<file path="config.mk">
export PLATFORM = sky130hd
export DESIGN_NAME = fm_reg_decoder
export DESIGN_NICKNAME = d
export VERILOG_FILES = /design/src/rtl/fm_reg_pkg.sv /design/src/rtl/fm_slot_map.sv /design/src/rtl/fm_chan_decode.sv /design/src/rtl/fm_key_track.sv /design/src/rtl/fm_reg_decoder.sv
export SDC_FILE = /design/constraint.sdc
export NUM_CORES = 1
export LEC_CHECK = 0
export ABC_CLOCK_PERIOD_IN_PS = 5300
export BUFFER_PORTS_ARGS = -buffer_cell sky130_fd_sc_hd__buf_2
export CAP_MARGIN = 20
export CORE_MARGIN = 2
export CORE_UTILIZATION = 40
export CTS_BUF_LIST = sky130_fd_sc_hd__clkbuf_4
export DETAILED_ROUTE_END_ITERATION = 10
export HOLD_SLACK_MARGIN = 0.08
export SYNTH_ARGS = -nofsm -noshare
export SYNTH_HDL_FRONTEND = slang
export SYNTH_SLANG_ARGS = --single-unit
</file>
<file path="constraint.sdc">
create_clock -name clk -period 5.3 [get_ports clk]
set_input_delay 1.06 -clock clk [delete_from_list [all_inputs] [get_ports clk]]
set_output_delay 1.06 -clock clk [all_outputs]
set_load 0.02 [all_outputs]
</file>
<file path="src/rtl/fm_reg_pkg.sv">
package fm_reg_pkg;
    localparam int BANKS        = 2;
    localparam int CH_PER_BANK  = 9;
    localparam int OP_PER_BANK  = 18;
    localparam int PAIRS_PER_BK = 3;
    localparam int NUM_CH       = BANKS * CH_PER_BANK;
    localparam int NUM_PAIRS    = BANKS * PAIRS_PER_BK;
    localparam int CH_W         = $clog2(NUM_CH);
    localparam int OP_W         = $clog2(BANKS * OP_PER_BANK);

    typedef enum logic {ST_IDLE, ST_ARMED} seq_state_t;

    localparam logic [2:0] CG_FNUM_LO = 3'd1;
    localparam logic [2:0] CG_FNUM_HI = 3'd2;
    localparam logic [2:0] CG_ROUTE   = 3'd3;
    localparam logic [2:0] CG_PERC    = 3'd4;
endpackage

</file>
<file path="src/rtl/fm_slot_map.sv">
module fm_slot_map
    import fm_reg_pkg::*;
(
    input  logic [4:0]      slot,
    input  logic            bank,
    output logic            valid,
    output logic [OP_W-1:0] op_idx
);
    logic [4:0] packed_slot;

    always_comb begin
        valid = !(slot == 5'd6 || slot == 5'd7 || slot == 5'd14 ||
                  slot == 5'd15 || slot > 5'd21);
        if (slot >= 5'd16)      packed_slot = slot - 5'd4;
        else if (slot >= 5'd8)  packed_slot = slot - 5'd2;
        else                    packed_slot = slot;
        op_idx = {1'b0, packed_slot} + (bank ? OP_W'(OP_PER_BANK) : '0);
    end
endmodule

</file>
<file path="src/rtl/fm_chan_decode.sv">
module fm_chan_decode
    import fm_reg_pkg::*;
(
    input  logic [7:0]           addr,
    input  logic                 bank,
    input  logic                 ext_on,
    input  logic [NUM_PAIRS-1:0] pair_mask,
    output logic                 accept,
    output logic                 perc,
    output logic                 four,
    output logic [2:0]           grp,
    output logic [CH_W-1:0]      ch_idx
);
    logic [3:0] off;
    logic [3:0] off_mod;
    logic [2:0] pair_bit;
    logic [7:0] mask_wide;
    logic       blocked;

    always_comb begin
        off       = addr[3:0];
        off_mod   = (off > 4'd2) ? off - 4'd3 : off;
        pair_bit  = off_mod[2:0] + (bank ? 3'd3 : 3'd0);
        mask_wide = {{(8-NUM_PAIRS){1'b0}}, pair_mask};
        four      = ext_on && off < 4'd6 && mask_wide[pair_bit];
        perc      = addr == 8'hBD;
        blocked   = four && off > 4'd2 && addr < 8'hC0;
        unique case (addr[7:4])
            4'hA:    grp = CG_FNUM_LO;
            4'hB:    grp = CG_FNUM_HI;
            4'hC:    grp = CG_ROUTE;
            default: grp = 3'd0;
        endcase
        if (perc) grp = CG_PERC;
        accept = perc || (grp != 3'd0 && off <= 4'd8 && !blocked);
        ch_idx = perc ? '0 : CH_W'(off);
        if (bank) ch_idx = ch_idx + CH_W'(CH_PER_BANK);
    end
endmodule

</file>
<file path="src/rtl/fm_key_track.sv">
module fm_key_track
    import fm_reg_pkg::*;
(
    input  logic            clk,
    input  logic            rst_n,
    input  logic            upd,
    input  logic [CH_W-1:0] idx,
    input  logic            key_bit,
    output logic            changed
);
    logic [NUM_CH-1:0] held;

    for (genvar c = 0; c < NUM_CH; c++) begin : g_key
        always_ff @(posedge clk) begin
            if (!rst_n)                            held[c] <= 1'b0;
            else if (upd && idx == CH_W'(c))       held[c] <= key_bit;
        end
    end

    always_comb begin
        changed = 1'b0;
        for (int c = 0; c < NUM_CH; c++)
            if (idx == CH_W'(c)) changed = key_bit != held[c];
    end
endmodule

</file>
<file path="src/rtl/fm_reg_decoder.sv">
module fm_reg_decoder
    import fm_reg_pkg::*;
(
    input  logic                 clk,
    input  logic                 rst_n,
    input  logic                 addr_wr,
    input  logic                 data_wr,
    input  logic                 bank_sel,
    input  logic [7:0]           wr_data,
    input  logic                 rd_port,
    input  logic [7:0]           status_in,
    output logic [7:0]           rd_data,
    output logic                 op_wr,
    output logic [OP_W-1:0]      op_sel,
    output logic [2:0]           op_grp,
    output logic [7:0]           op_val,
    output logic                 ch_wr,
    output logic [CH_W-1:0]      ch_sel,
    output logic [2:0]           ch_grp,
    output logic [7:0]           ch_val,
    output logic                 freq_req,
    output logic                 freq_four,
    output logic                 key_on,
    output logic                 key_off,
    output logic                 key_four,
    output logic                 conn_req,
    output logic [NUM_PAIRS-1:0] conn_mask,
    output logic [NUM_PAIRS-1:0] four_op_sel,
    output logic                 ext_mode,
    output logic [7:0]           special_reg
);
    seq_state_t state, state_nx;
    logic [7:0] lat_addr;
    logic       lat_bank;

    logic            do_wr, in_chan, in_op;
    logic            slot_ok;
    logic [OP_W-1:0] slot_op;
    logic            ch_ok, ch_perc, ch_four;
    logic [2:0]      ch_g;
    logic [CH_W-1:0] ch_i;
    logic            key_upd, key_chg;
    logic [NUM_PAIRS-1:0] mask_diff;

    // state register
    always_ff @(posedge clk) begin
        if (!rst_n) begin
            state    <= ST_IDLE;
            lat_addr <= 8'h00;
            lat_bank <= 1'b0;
        end else begin
            state <= state_nx;
            if (addr_wr) begin
                lat_addr <= wr_data;
                lat_bank <= bank_sel;
            end
        end
    end

    always_comb begin
        state_nx = state;
        unique case (state)
            ST_IDLE:  if (addr_wr && wr_data != 8'h00) state_nx = ST_ARMED;
            ST_ARMED: if (addr_wr && wr_data == 8'h00) state_nx = ST_IDLE;
        endcase
    end

    assign do_wr   = data_wr && !addr_wr && state == ST_ARMED;
    assign in_chan = lat_addr >= 8'hA0 && lat_addr < 8'hE0;
    assign in_op   = lat_addr >= 8'h20 && !in_chan;

    fm_slot_map u_slot (
        .slot(lat_addr[4:0]), .bank(lat_bank), .valid(slot_ok), .op_idx(slot_op)
    );

    fm_chan_decode u_chan (
        .addr(lat_addr), .bank(lat_bank), .ext_on(ext_mode), .pair_mask(four_op_sel),
        .accept(ch_ok), .perc(ch_perc), .four(ch_four), .grp(ch_g), .ch_idx(ch_i)
    );

    assign key_upd   = do_wr && in_chan && ch_ok && !ch_perc && ch_g == CG_FNUM_HI;
    assign mask_diff = four_op_sel ^ wr_data[NUM_PAIRS-1:0];

    fm_key_track u_key (
        .clk(clk), .rst_n(rst_n), .upd(key_upd), .idx(ch_i),
        .key_bit(wr_data[5]), .changed(key_chg)
    );

    // output process
    always_ff @(posedge clk) begin
        if (!rst_n) begin
            op_wr <= 1'b0; op_sel <= '0; op_grp <= 3'd0; op_val <= 8'h00;
            ch_wr <= 1'b0; ch_sel <= '0; ch_grp <= 3'd0; ch_val <= 8'h00;
            freq_req <= 1'b0; freq_four <= 1'b0;
            key_on <= 1'b0; key_off <= 1'b0; key_four <= 1'b0;
            conn_req <= 1'b0; conn_mask <= '0;
            four_op_sel <= '0; ext_mode <= 1'b0; special_reg <= 8'h00;
        end else begin
            op_wr <= 1'b0; ch_wr <= 1'b0; freq_req <= 1'b0;
            key_on <= 1'b0; key_off <= 1'b0; conn_req <= 1'b0;
            if (do_wr && in_op && slot_ok) begin
                op_wr  <= 1'b1;
                op_sel <= slot_op;
                op_grp <= lat_addr[7:5];
                op_val <= wr_data;
                if (lat_addr[7:5] == 3'd7)
                    op_val <= {5'd0, wr_data[2] & ext_mode, wr_data[1:0]};
            end
            if (do_wr && in_chan && ch_ok) begin
                ch_wr  <= 1'b1;
                ch_sel <= ch_i;
                ch_grp <= ch_g;
                ch_val <= wr_data;
                if (!ch_perc && (ch_g == CG_FNUM_LO || ch_g == CG_FNUM_HI)) begin
                    freq_req  <= 1'b1;
                    freq_four <= ch_four;
                end
                if (key_upd && key_chg) begin
                    key_on   <= wr_data[5];
                    key_off  <= !wr_data[5];
                    key_four <= ch_four;
                end
                if (ch_g == CG_ROUTE) begin
                    conn_req  <= 1'b1;
                    conn_mask <= '0;
                end
            end
            if (do_wr && !in_op && !in_chan) begin
                if (!lat_bank && lat_addr == 8'h04) begin
                    four_op_sel <= wr_data[NUM_PAIRS-1:0];
                    if (ext_mode && mask_diff != '0) begin
                        conn_req  <= 1'b1;
                        conn_mask <= mask_diff;
                    end
                end
                if (!lat_bank && lat_addr == 8'h05) ext_mode <= wr_data[0];
                if (lat_bank && lat_addr == 8'h08)  special_reg <= wr_data;
            end
        end
    end

    assign rd_data = rd_port ? 8'hFF : status_in;
endmodule

</file>
==> metrics <==
Final Hold Violating Endpoints 0; status complete, no violations; Synth top area share 34.1%; FFs w/ async S/R, synth 0%; hold crit path type flop to flop; Global Route met2 Usage between 30% and 40%; Syn Area/Cell approximately 9 um2; die width 119 um; met3 Usage GRT 5.46%; Synth Cell Area 0.00528 mm2; worst hold endpoint conn_mask[0]; #FFs+latches synth 90; CTS tree built; pwr/cell area 220 mW/mm2; static leakage 2.49 nW; Final TNS setup 0 ns; Final #Nets roughly 710; FF-to-FF Start lat_addr[2]; FF-to-FF path depth 16; DRT iter0 DRCs 270; largest net degree at the start of global routing between 60 and 70; die footprint 0.0141 mm2; hold path start conn_mask[0]; CTS Root Cell clkbuf_4; RSZ-0062 raised after global routing false; syn nets 640; PortBufs 91; YS warnings 0; Yosys cell types 73; num rows 41; Tot GR Track Use 19.6%; min Tclk post-route 4.47 ns; setup slack at placement just under 0.9 ns; clock skew 0.0283 ns; WS Path Type flop to flop; Largest register FFs 18; Post-CTS Setup Bufs 0; Slew @ Worst Pin 0.732 ns; final cycle utilization of the critical path 84.4%; Biggest register u_key.held; Via-to-Cell Ratio 5.35; Pre-Repair DR Iteration Count 4; via count 4,508; total grt overflow 0; startpoint types flop; clock sinks 90; post-cts resize count 0; main flop type after synthesis dfxtp_1; RD Place Congestion 0.889; first-pass GRT wire length between 20,000 and 25,000 um; R2R Path End key_off; peak supply drop 0.174 mV; Synth area leader dfxtp_1; setup violators final 0; Worst Path Max Fanout 17; synthesized instance count 598; htree depth 3; max-cap viol count 0; # diodes 0; Slew headroom 51.0%; number of buffers created by CTS 9; Post-Route WL 13,700 um; I/O Pins 92; Seq/Total Area, Yosys about a third; GR peak layer met2; Residual DRC 0; Hold Crit Depth 2; CP required 5.71 ns; clock tree buffer depth 2; crit end category flop; Initial Util 41.4%; antenna violations before repair 0; Antenna Nets Post-Route 0; post-DP HPWL 9710 um; CTS Hold Bufs 0; R2R setup slack slightly above 0.8 ns; met1 Resource Use GR 24.9%; Final Max Tran Viols 0; post-route setup slack 0.827 ns; number of synthesized flops with an enable pin 0; P&R area growth vs syn 13.2%; Max Fclk around 0.22 GHz; Die Height approximately 120 um; DR WL/cell 16.3 um; Worst-path clk slew ~0.16 ns; Worst-Skew Late Latency approximately 0.5 ns; core area approximately 0.013 mm2; ranking of synthesized cells by area dfxtp_1, mux2i_1, nor2b_1; vias in the first global route 4,281; Worst Path Arrival slightly below 5 ns; share of layout cells above drive strength 1 between 20 and 25%
-- layer usage --
metal	share of wire, %	wire, um
met3	3.9	534
met2	48	6570
met1	46	6260
met4	2.4	331
met5	0	0
-- synthesized netlist by cell type, types with 11 or more instances --
cell and count:
dfxtp_1 90, mux2i_1 61, nor2b_1 60, nand2_1 41, nand3_1 24, clkbuf_1 23, nor2_1 23, o21ai_0 22
ha_1 19, xnor2_1 16, inv_1 14, buf_2 13, xor2_1 13, nor3_1 11
-- worst max-delay path by stage --
stage | start | slack [ns] | to | depth (start not counted)
after detailed placement | lat_addr[2] | 0.88 | key_off | 16
after global placement | lat_addr[2] | 1.05 | key_on | 16
final | lat_addr[2] | 0.83 | key_off | 16
after global routing | lat_addr[2] | 0.47 | key_on | 16
after floorplan | lat_addr[2] | 1.49 | ch_sel[0] | 17
after CTS | lat_addr[2] | 0.82 | key_off | 16
-- report_power, final --
| group | internal (mW) | total [mW] | switching, mW |
|---|---|---|---|
| sequential | 0.684 | 0.696 | 0.0119 |
| clock | 0.150 | 0.417 | 0.268 |
| combinational | 0.0813 | 0.206 | 0.124 |
-- worst max-delay path, stage by stage (launching register included) --
cell and delay, ns:
dfxtp_1 0.74, inv_1 0.30, ha_1 0.28, a21boi_0 0.16, a31o_2 0.28, o21ai_0 0.17, ha_1 0.17, inv_1 0.05
fa_1 0.52, mux4_2 0.32, nand2_1 0.09, a211oi_2 0.08, o21ai_1 0.19, a21oi_2 0.12, nor2_4 0.53, nand2_1 0.21
nor3_1 0.20
-- cell type report --
class | count | area [um2]
fill | 1246 | 6790
sequential | 90 | 1800
inverter | 18 | 67.6
timing repair buffer | 100 | 523
clock buffer | 9 | 67.6
tap | 172 | 215
multi-input combinational | 447 | 3230
clock inverter | 7 | 80.1
-- through the flow --
stage	hold slack, ns	total power, mW	std cells	utilization, %	cell area, um2
after CTS	0.466	1.33	843	46.8	5980
after global placement	0.442	0.911	827	45.7	5840
final	0.461	1.32	843	46.8	5980
after global routing	0.480	1.38	843	46.8	5980
after floorplan	0.464	0.860	598	-	5280
after detailed placement	0.445	0.914	827	45.7	5840
-- layout by cell type, fill, tap and decap left out, types with 6 or more instances in the layout --
master,instances
ha_1,19
nor2b_1,60
a21boi_1,9
and2_1,10
or3_1,9
nor3_1,11
nand2b_1,9
inv_1,14
xnor2_1,16
o21ai_1,10
a21boi_0,8
buf_4,9
xor2_1,13
o211ai_1,6
nand2_1,41
dfxtp_1,90
buf_2,91
or2_2,10
o21ai_0,22
clkbuf_4,9
nor2_1,23
nand3_1,24
mux2i_1,61
a21oi_1,7
-- logic make-up after synthesis --
| group | Yosys count | share of synthesized area [%] |
|---|---|---|
| mux | 63 | 12.2 |
| simple gates | 217 | 22.3 |
| compound gates | 117 | 16.3 |
| buf+inv | 61 | 4.93 |
| flops | 90 | 34.1 |
| fa+ha+maj | 20 | 4.88 |
| xor+xnor | 30 | 5.23 |
(Power assumes the default switching activity.)
